**config.mk**
```make
export PLATFORM = sky130hd
export DESIGN_NAME = wpend_scoreboard
export DESIGN_NICKNAME = d
export VERILOG_FILES = /design/src/rtl/wpend_pkg.sv /design/src/rtl/wpend_lane_merge.sv /design/src/rtl/wpend_vec.sv /design/src/rtl/wpend_hazard_filter.sv /design/src/rtl/wpend_scoreboard.sv
export SDC_FILE = /design/constraint.sdc
export NUM_CORES = 1
export LEC_CHECK = 0
export CORE_AREA = 2 2 175 177
export CTS_CLUSTER_DIAMETER = 50
export DETAILED_ROUTE_END_ITERATION = 10
export DIE_AREA = 0 0 177 179
export HOLD_SLACK_MARGIN = 0.03
export PLACE_DENSITY_LB_ADDON = 0.05
export SLEW_MARGIN = 20
export SYNTH_ARGS = -nofsm -noshare
export SYNTH_HDL_FRONTEND = slang
export SYNTH_SLANG_ARGS = --single-unit
```
**constraint.sdc**
```tcl
create_clock -name clk -period 2.6 [get_ports clk]
set_input_delay 0.52 -clock clk [delete_from_list [all_inputs] [get_ports clk]]
set_output_delay 0.52 -clock clk [all_outputs]
set_load 0.01 [all_outputs]
```
**src/rtl/wpend_pkg.sv**
```systemverilog
package wpend_pkg;
    localparam int unsigned DEF_NUM_REGS     = 32;
    localparam int unsigned DEF_NUM_SETTERS  = 4;
    localparam int unsigned DEF_NUM_CLEARERS = 3;
    localparam int unsigned DEF_NUM_RD_REQ   = 3;
    localparam int unsigned DEF_NUM_WAW_REQ  = 2;
endpackage

```
**src/rtl/wpend_lane_merge.sv**
```systemverilog
module wpend_lane_merge #(
    parameter int unsigned LANES = 2,
    parameter int unsigned WIDTH = 8
) (
    input  logic [LANES*WIDTH-1:0] lanes,
    output logic [WIDTH-1:0]       merged
);
    logic [WIDTH-1:0] acc [LANES+1];

    assign acc[0] = '0;
    for (genvar i = 0; i < LANES; i++) begin : g_lane
        assign acc[i+1] = acc[i] | lanes[i*WIDTH +: WIDTH];
    end
    assign merged = acc[LANES];
endmodule

```
**src/rtl/wpend_vec.sv**
```systemverilog
module wpend_vec #(
    parameter int unsigned WIDTH = 8
) (
    input  logic             clk,
    input  logic             rst,
    input  logic [WIDTH-1:0] set_bits,
    input  logic [WIDTH-1:0] clr_bits,
    output logic [WIDTH-1:0] live_view,
    output logic [WIDTH-1:0] held_view
);
    typedef struct packed {
        logic [WIDTH-1:0] pend;
    } vec_state_t;

    vec_state_t state_d, state_q;

    always_comb begin
        state_d      = state_q;
        state_d.pend = (state_q.pend | set_bits) & ~clr_bits;
    end

    always_ff @(posedge clk) begin
        if (rst) begin
            state_q <= '0;
        end else begin
            state_q <= state_d;
        end
    end

    assign live_view = state_d.pend;
    assign held_view = state_q.pend;

    // a bit cleared in the previous cycle is 0 in the register now
    a_r5_clear_wins: assert property (@(posedge clk) disable iff (rst)
        !$past(rst) |-> ((state_q.pend & $past(clr_bits)) == '0));

    // bits not cleared keep their value
    a_r3_hold: assert property (@(posedge clk) disable iff (rst)
        !$past(rst) |-> (($past(state_q.pend) & ~$past(clr_bits) & ~state_q.pend) == '0));

    // a set without a clear lands in the register
    a_r2_set_lands: assert property (@(posedge clk) disable iff (rst)
        !$past(rst) |-> (($past(set_bits) & ~$past(clr_bits) & ~state_q.pend) == '0));
endmodule

```
**src/rtl/wpend_hazard_filter.sv**
```systemverilog
module wpend_hazard_filter #(
    parameter int unsigned NUM_REQ = 2,
    parameter int unsigned WIDTH   = 8
) (
    input  logic                     clk,
    input  logic                     rst,
    input  logic [WIDTH-1:0]         view,
    input  logic [NUM_REQ*WIDTH-1:0] masks,
    output logic [NUM_REQ-1:0]       flags,
    output logic                     any_flag
);
    logic [WIDTH-1:0] mask_union;

    wpend_lane_merge #(.LANES(NUM_REQ), .WIDTH(WIDTH)) u_union (
        .lanes  (masks),
        .merged (mask_union)
    );

    for (genvar k = 0; k < NUM_REQ; k++) begin : g_req
        assign flags[k] = |(view & masks[k*WIDTH +: WIDTH]);

        // a hazard flag never rises with an empty mask
        a_r7_needs_mask: assert property (@(posedge clk) disable iff (rst)
            flags[k] |-> (|masks[k*WIDTH +: WIDTH]));
    end

    assign any_flag = |(view & mask_union);

    // the union flag agrees with the per-requester flags
    a_r8_union_matches: assert property (@(posedge clk) disable iff (rst)
        any_flag == (|flags));
endmodule

```
**src/rtl/wpend_scoreboard.sv**
```systemverilog
module wpend_scoreboard #(
    parameter int unsigned NUM_REGS     = wpend_pkg::DEF_NUM_REGS,
    parameter int unsigned NUM_SETTERS  = wpend_pkg::DEF_NUM_SETTERS,
    parameter int unsigned NUM_CLEARERS = wpend_pkg::DEF_NUM_CLEARERS,
    parameter int unsigned NUM_RD_REQ   = wpend_pkg::DEF_NUM_RD_REQ,
    parameter int unsigned NUM_WAW_REQ  = wpend_pkg::DEF_NUM_WAW_REQ
) (
    input  logic                              clk,
    input  logic                              rst,
    input  logic [NUM_SETTERS*NUM_REGS-1:0]   set_req,
    input  logic [NUM_CLEARERS*NUM_REGS-1:0]  clr_req,
    input  logic [NUM_RD_REQ*NUM_REGS-1:0]    rd_mask,
    input  logic [NUM_WAW_REQ*NUM_REGS-1:0]   waw_mask,
    output logic [NUM_REGS-1:0]               pend_now,
    output logic [NUM_REGS-1:0]               pend_dly,
    output logic [NUM_RD_REQ-1:0]             rd_hazard,
    output logic                              issue_hazard,
    output logic [NUM_WAW_REQ-1:0]            waw_hazard
);
    logic [NUM_REGS-1:0] set_any;
    logic [NUM_REGS-1:0] clr_any;
    logic                waw_any;

    wpend_lane_merge #(.LANES(NUM_SETTERS), .WIDTH(NUM_REGS)) u_set_merge (
        .lanes  (set_req),
        .merged (set_any)
    );

    wpend_lane_merge #(.LANES(NUM_CLEARERS), .WIDTH(NUM_REGS)) u_clr_merge (
        .lanes  (clr_req),
        .merged (clr_any)
    );

    wpend_vec #(.WIDTH(NUM_REGS)) u_vec (
        .clk       (clk),
        .rst       (rst),
        .set_bits  (set_any),
        .clr_bits  (clr_any),
        .live_view (pend_now),
        .held_view (pend_dly)
    );

    wpend_hazard_filter #(.NUM_REQ(NUM_RD_REQ), .WIDTH(NUM_REGS)) u_rd_filter (
        .clk      (clk),
        .rst      (rst),
        .view     (pend_now),
        .masks    (rd_mask),
        .flags    (rd_hazard),
        .any_flag (issue_hazard)
    );

    wpend_hazard_filter #(.NUM_REQ(NUM_WAW_REQ), .WIDTH(NUM_REGS)) u_waw_filter (
        .clk      (clk),
        .rst      (rst),
        .view     (pend_dly),
        .masks    (waw_mask),
        .flags    (waw_hazard),
        .any_flag (waw_any)
    );

    // the delayed view is the live view one cycle late
    a_r2_delay: assert property (@(posedge clk) disable iff (rst)
        !$past(rst) |-> (pend_dly == $past(pend_now)));

    // the cycle after reset, the held vector is empty
    a_r1_reset_empty: assert property (@(posedge clk)
        (!rst && $past(rst)) |-> (pend_dly == '0));

    // a waw hazard needs a bit pending since the previous cycle
    a_r9_waw_delayed: assert property (@(posedge clk) disable iff (rst)
        (!$past(rst) && waw_any) |-> (|$past(pend_now)));
endmodule

```
==> out/qor.txt <==
Outcome = finished, violations left
Violated checks = negative setup slack
First-pass GRT wire length = 41.26 mm
Share of the synthesized area in the top cell type = 0.2165
YS warnings = 0
Post-Route WL = 30.73 mm
Period utilization = 1.145
Die height = 179 um
Clk_lat worst skew = 0.29 ns
Hold path depth = 5
Placed cell area = 8887 um^2
Detailed Route Iter0 Violations = 133
RR Endpoint = u_vec.held_view[24]$_SDFF_PP0_
Setup WS post-layout = -0.3761 ns
Antenna violations before repair = 3
CP max-delay cell = or4_4
CP max FO = 3
Reg2reg start = u_vec.held_view[24]$_SDFF_PP0_
Dominant cell type by area after synthesis = dfxtp_1
Worst hold-check path type = in -> reg
Clock transition at path regs = 0.06 ns
Gr ovfl total = 0
Commonest non-fill, non-tap cell in the layout = clkdlybuf4s50_1
Pin count of the biggest net entering global routing = 33
CTS Buffer Depth = 2
LEAKAGE = 4.356 nW
IO buf count = 455
Final hold violations = 0
Vias in the first global route = 6303
Nets = 1418
Sequential-to-total area share from yosys stat = 0.2165
CTS Buf Count = 5
Maximum vdd drop = 0.1889 mV
Post-synthesis cell count = 422
Row cnt = 64
Area Growth Syn to Fin = 248.5%
Setup crit end kind = primary output
Syn Area/Cell = 7.012 um^2
Setup Skew = 0 ns
Total of max-cap violations = 0
RSZ-0062 raised after global routing = true
Final setup viols = 5
Die ar. = 31680 um^2
Most area-consuming cells after synthesis = dfxtp_1 22%, nor3_1 10%, inv_1 9.4%
Worst path cell trace = clkdlybuf4s15_1, or4_4, o211ai_1, o2111ai_4, a2111oi_4, buf_4, nand4_1, buf_2
Most frequent cells in the layout = 307 x clkdlybuf4s50_1, 124 x buf_4, 71 x inv_1, 43 x dlygate4sd2_1, 42 x nor3_1
Core area = 30030 um^2
Max FFs per register = 32
Max_slew headroom = 0.4545
Die Width = 177 um
CP Class = in -> out
Hold Startpoint = set_req[67]
DRC = 0
Worst Path Arrival = 2.46 ns
Crit-path max cell delay = 0.50 ns
Minimum clock period after layout = 2.976 ns
Mapped Area = 2959 um^2
Vias/cell = 4.103
Ratio of cells with drive above 1 in the final layout = 0.3737
H-tree depth = 2
Routed Antenna Nets = 0
Slew @ Worst Pin = 0.8183 ns
Final instance area = 10310 um^2
Max Fclk = 336.0 MHz
Hold-fix buffers, CTS = 0
Worst-case reg-to-reg path depth = 7
Power per cell area = 245.3 nW/um^2
CTS tree = done
Root Driver = clkbuf_16
Avg WL per Cell = 21.46 um
WP data required = 2.08 ns
Yosys reg bits = 32
Pre-antenna DRT Iters = 4
Hpwl dp = 27.00 mm
Starting density of the core = 0.09854
Crit path launch type = input port
Worst Hold End = u_vec.held_view[3]$_SDFF_PP0_
Overall Global Routing Usage = 0.1848
Post-synthesis cell type count = 24
Reg2Reg Setup Slack = 1.04 ns
Post-Route Setup TNS = -1.305 ns
Net Count, Synth = 808
Slew Viols, Final = 0
Via count = 5876
Clock sinks = 32
Ports = 456
Routability cong. = 0.7731
==> cell families (layout without fill, tap and decap cells) <==
logic type             Yosys count  in the layout  share of synthesized area
AO/OA/AOI/OAI                  152            152                     0.3780
buffers and inverters           80            691                     0.1015
AND/OR/NAND/NOR                158            158                     0.3040
other                            0              3                          0
flip-flops                      32             32                     0.2165
==> cell usage after synthesis <==
master / count
clkinv_1: 1
a2111oi_1: 3
nor3_1: 61
a22oi_1: 24
nand3_1: 4
o2111ai_1: 12
inv_1: 74
nor3_2: 3
nand4_1: 8
dfxtp_1: 32
a221oi_1: 4
a22o_1: 4
nor4_1: 4
clkbuf_1: 3
o21ai_1: 21
o2bb2ai_1: 3
a2111oi_0: 9
nor2_1: 44
or4_1: 21
or4_4: 13
o22ai_1: 25
o211ai_1: 36
o21ai_2: 11
inv_2: 2
==> stage by stage <==
step	hold WS (ns)	power, mW	util	worst slack (ns)	instances
after global placement	0.7431	1.703	0.2960	-1.498	1389
after global routing	0.7145	2.669	0.3433	-0.4681	1431
after floorplan	0.5924	0.7402	-	0.1249	422
after detailed placement	0.7450	1.703	0.2960	-1.434	1389
final	0.6944	2.530	0.3434	-0.3761	1432
after CTS	0.6913	2.531	0.3334	-0.3927	1417
==> final cells by class <==
type                    instances  area (um^2)
repair buffers                606         5495
well taps                     396        495.5
multi-input cells             310         3217
clock buffers                   8        146.4
fillers                      3207        19720
inverters                      77        305.3
diodes                          3        7.507
flip-flops and latches         32        645.6
==> worst max-delay path: cells and delay by family <==
family / cells / cell delay [ns]
compound gates: 3 / 0.75
buf+inv: 3 / 0.55
simple gates: 2 / 0.63
==> how the worst max path moves through the flow <==
stage / startpoint / endpoint / cells after the start
global placement: set_req[91] / rd_hazard[1] / 8
detailed placement: set_req[2] / rd_hazard[0] / 8
global route: set_req[111] / rd_hazard[0] / 8
finish: set_req[112] / rd_hazard[0] / 8
floorplan: set_req[6] / rd_hazard[0] / 5
CTS: set_req[111] / rd_hazard[0] / 8
==> routing by layer <==
metal  up-vias  wire (um)  part of all wire  track usage
met5         -          0                 0            0
met3        18       2254             0.073      0.04644
met2       268      16180              0.53       0.3533
li1       2883          -                 -            -
met1      2707      11880              0.39       0.2035
met4         0        420             0.014      0.04132
==> timing repair <==
item | CTS | global route
pin swaps | 127 | 60
gates resized for setup | 471 | 101
setup endpoints to repair | 38 | 23
buffers inserted | 22 | 13
hold endpoints to repair | 0 | 0
==> power by group <==
part | internal, mW | leakage [nW] | switching (mW)
combinational | 0.839 | 4.02 | 0.516
clock | 0.384 | 0.0712 | 0.277
sequential | 0.504 | 0.262 | 0.0104
Power figures use the tool's default switching activity.
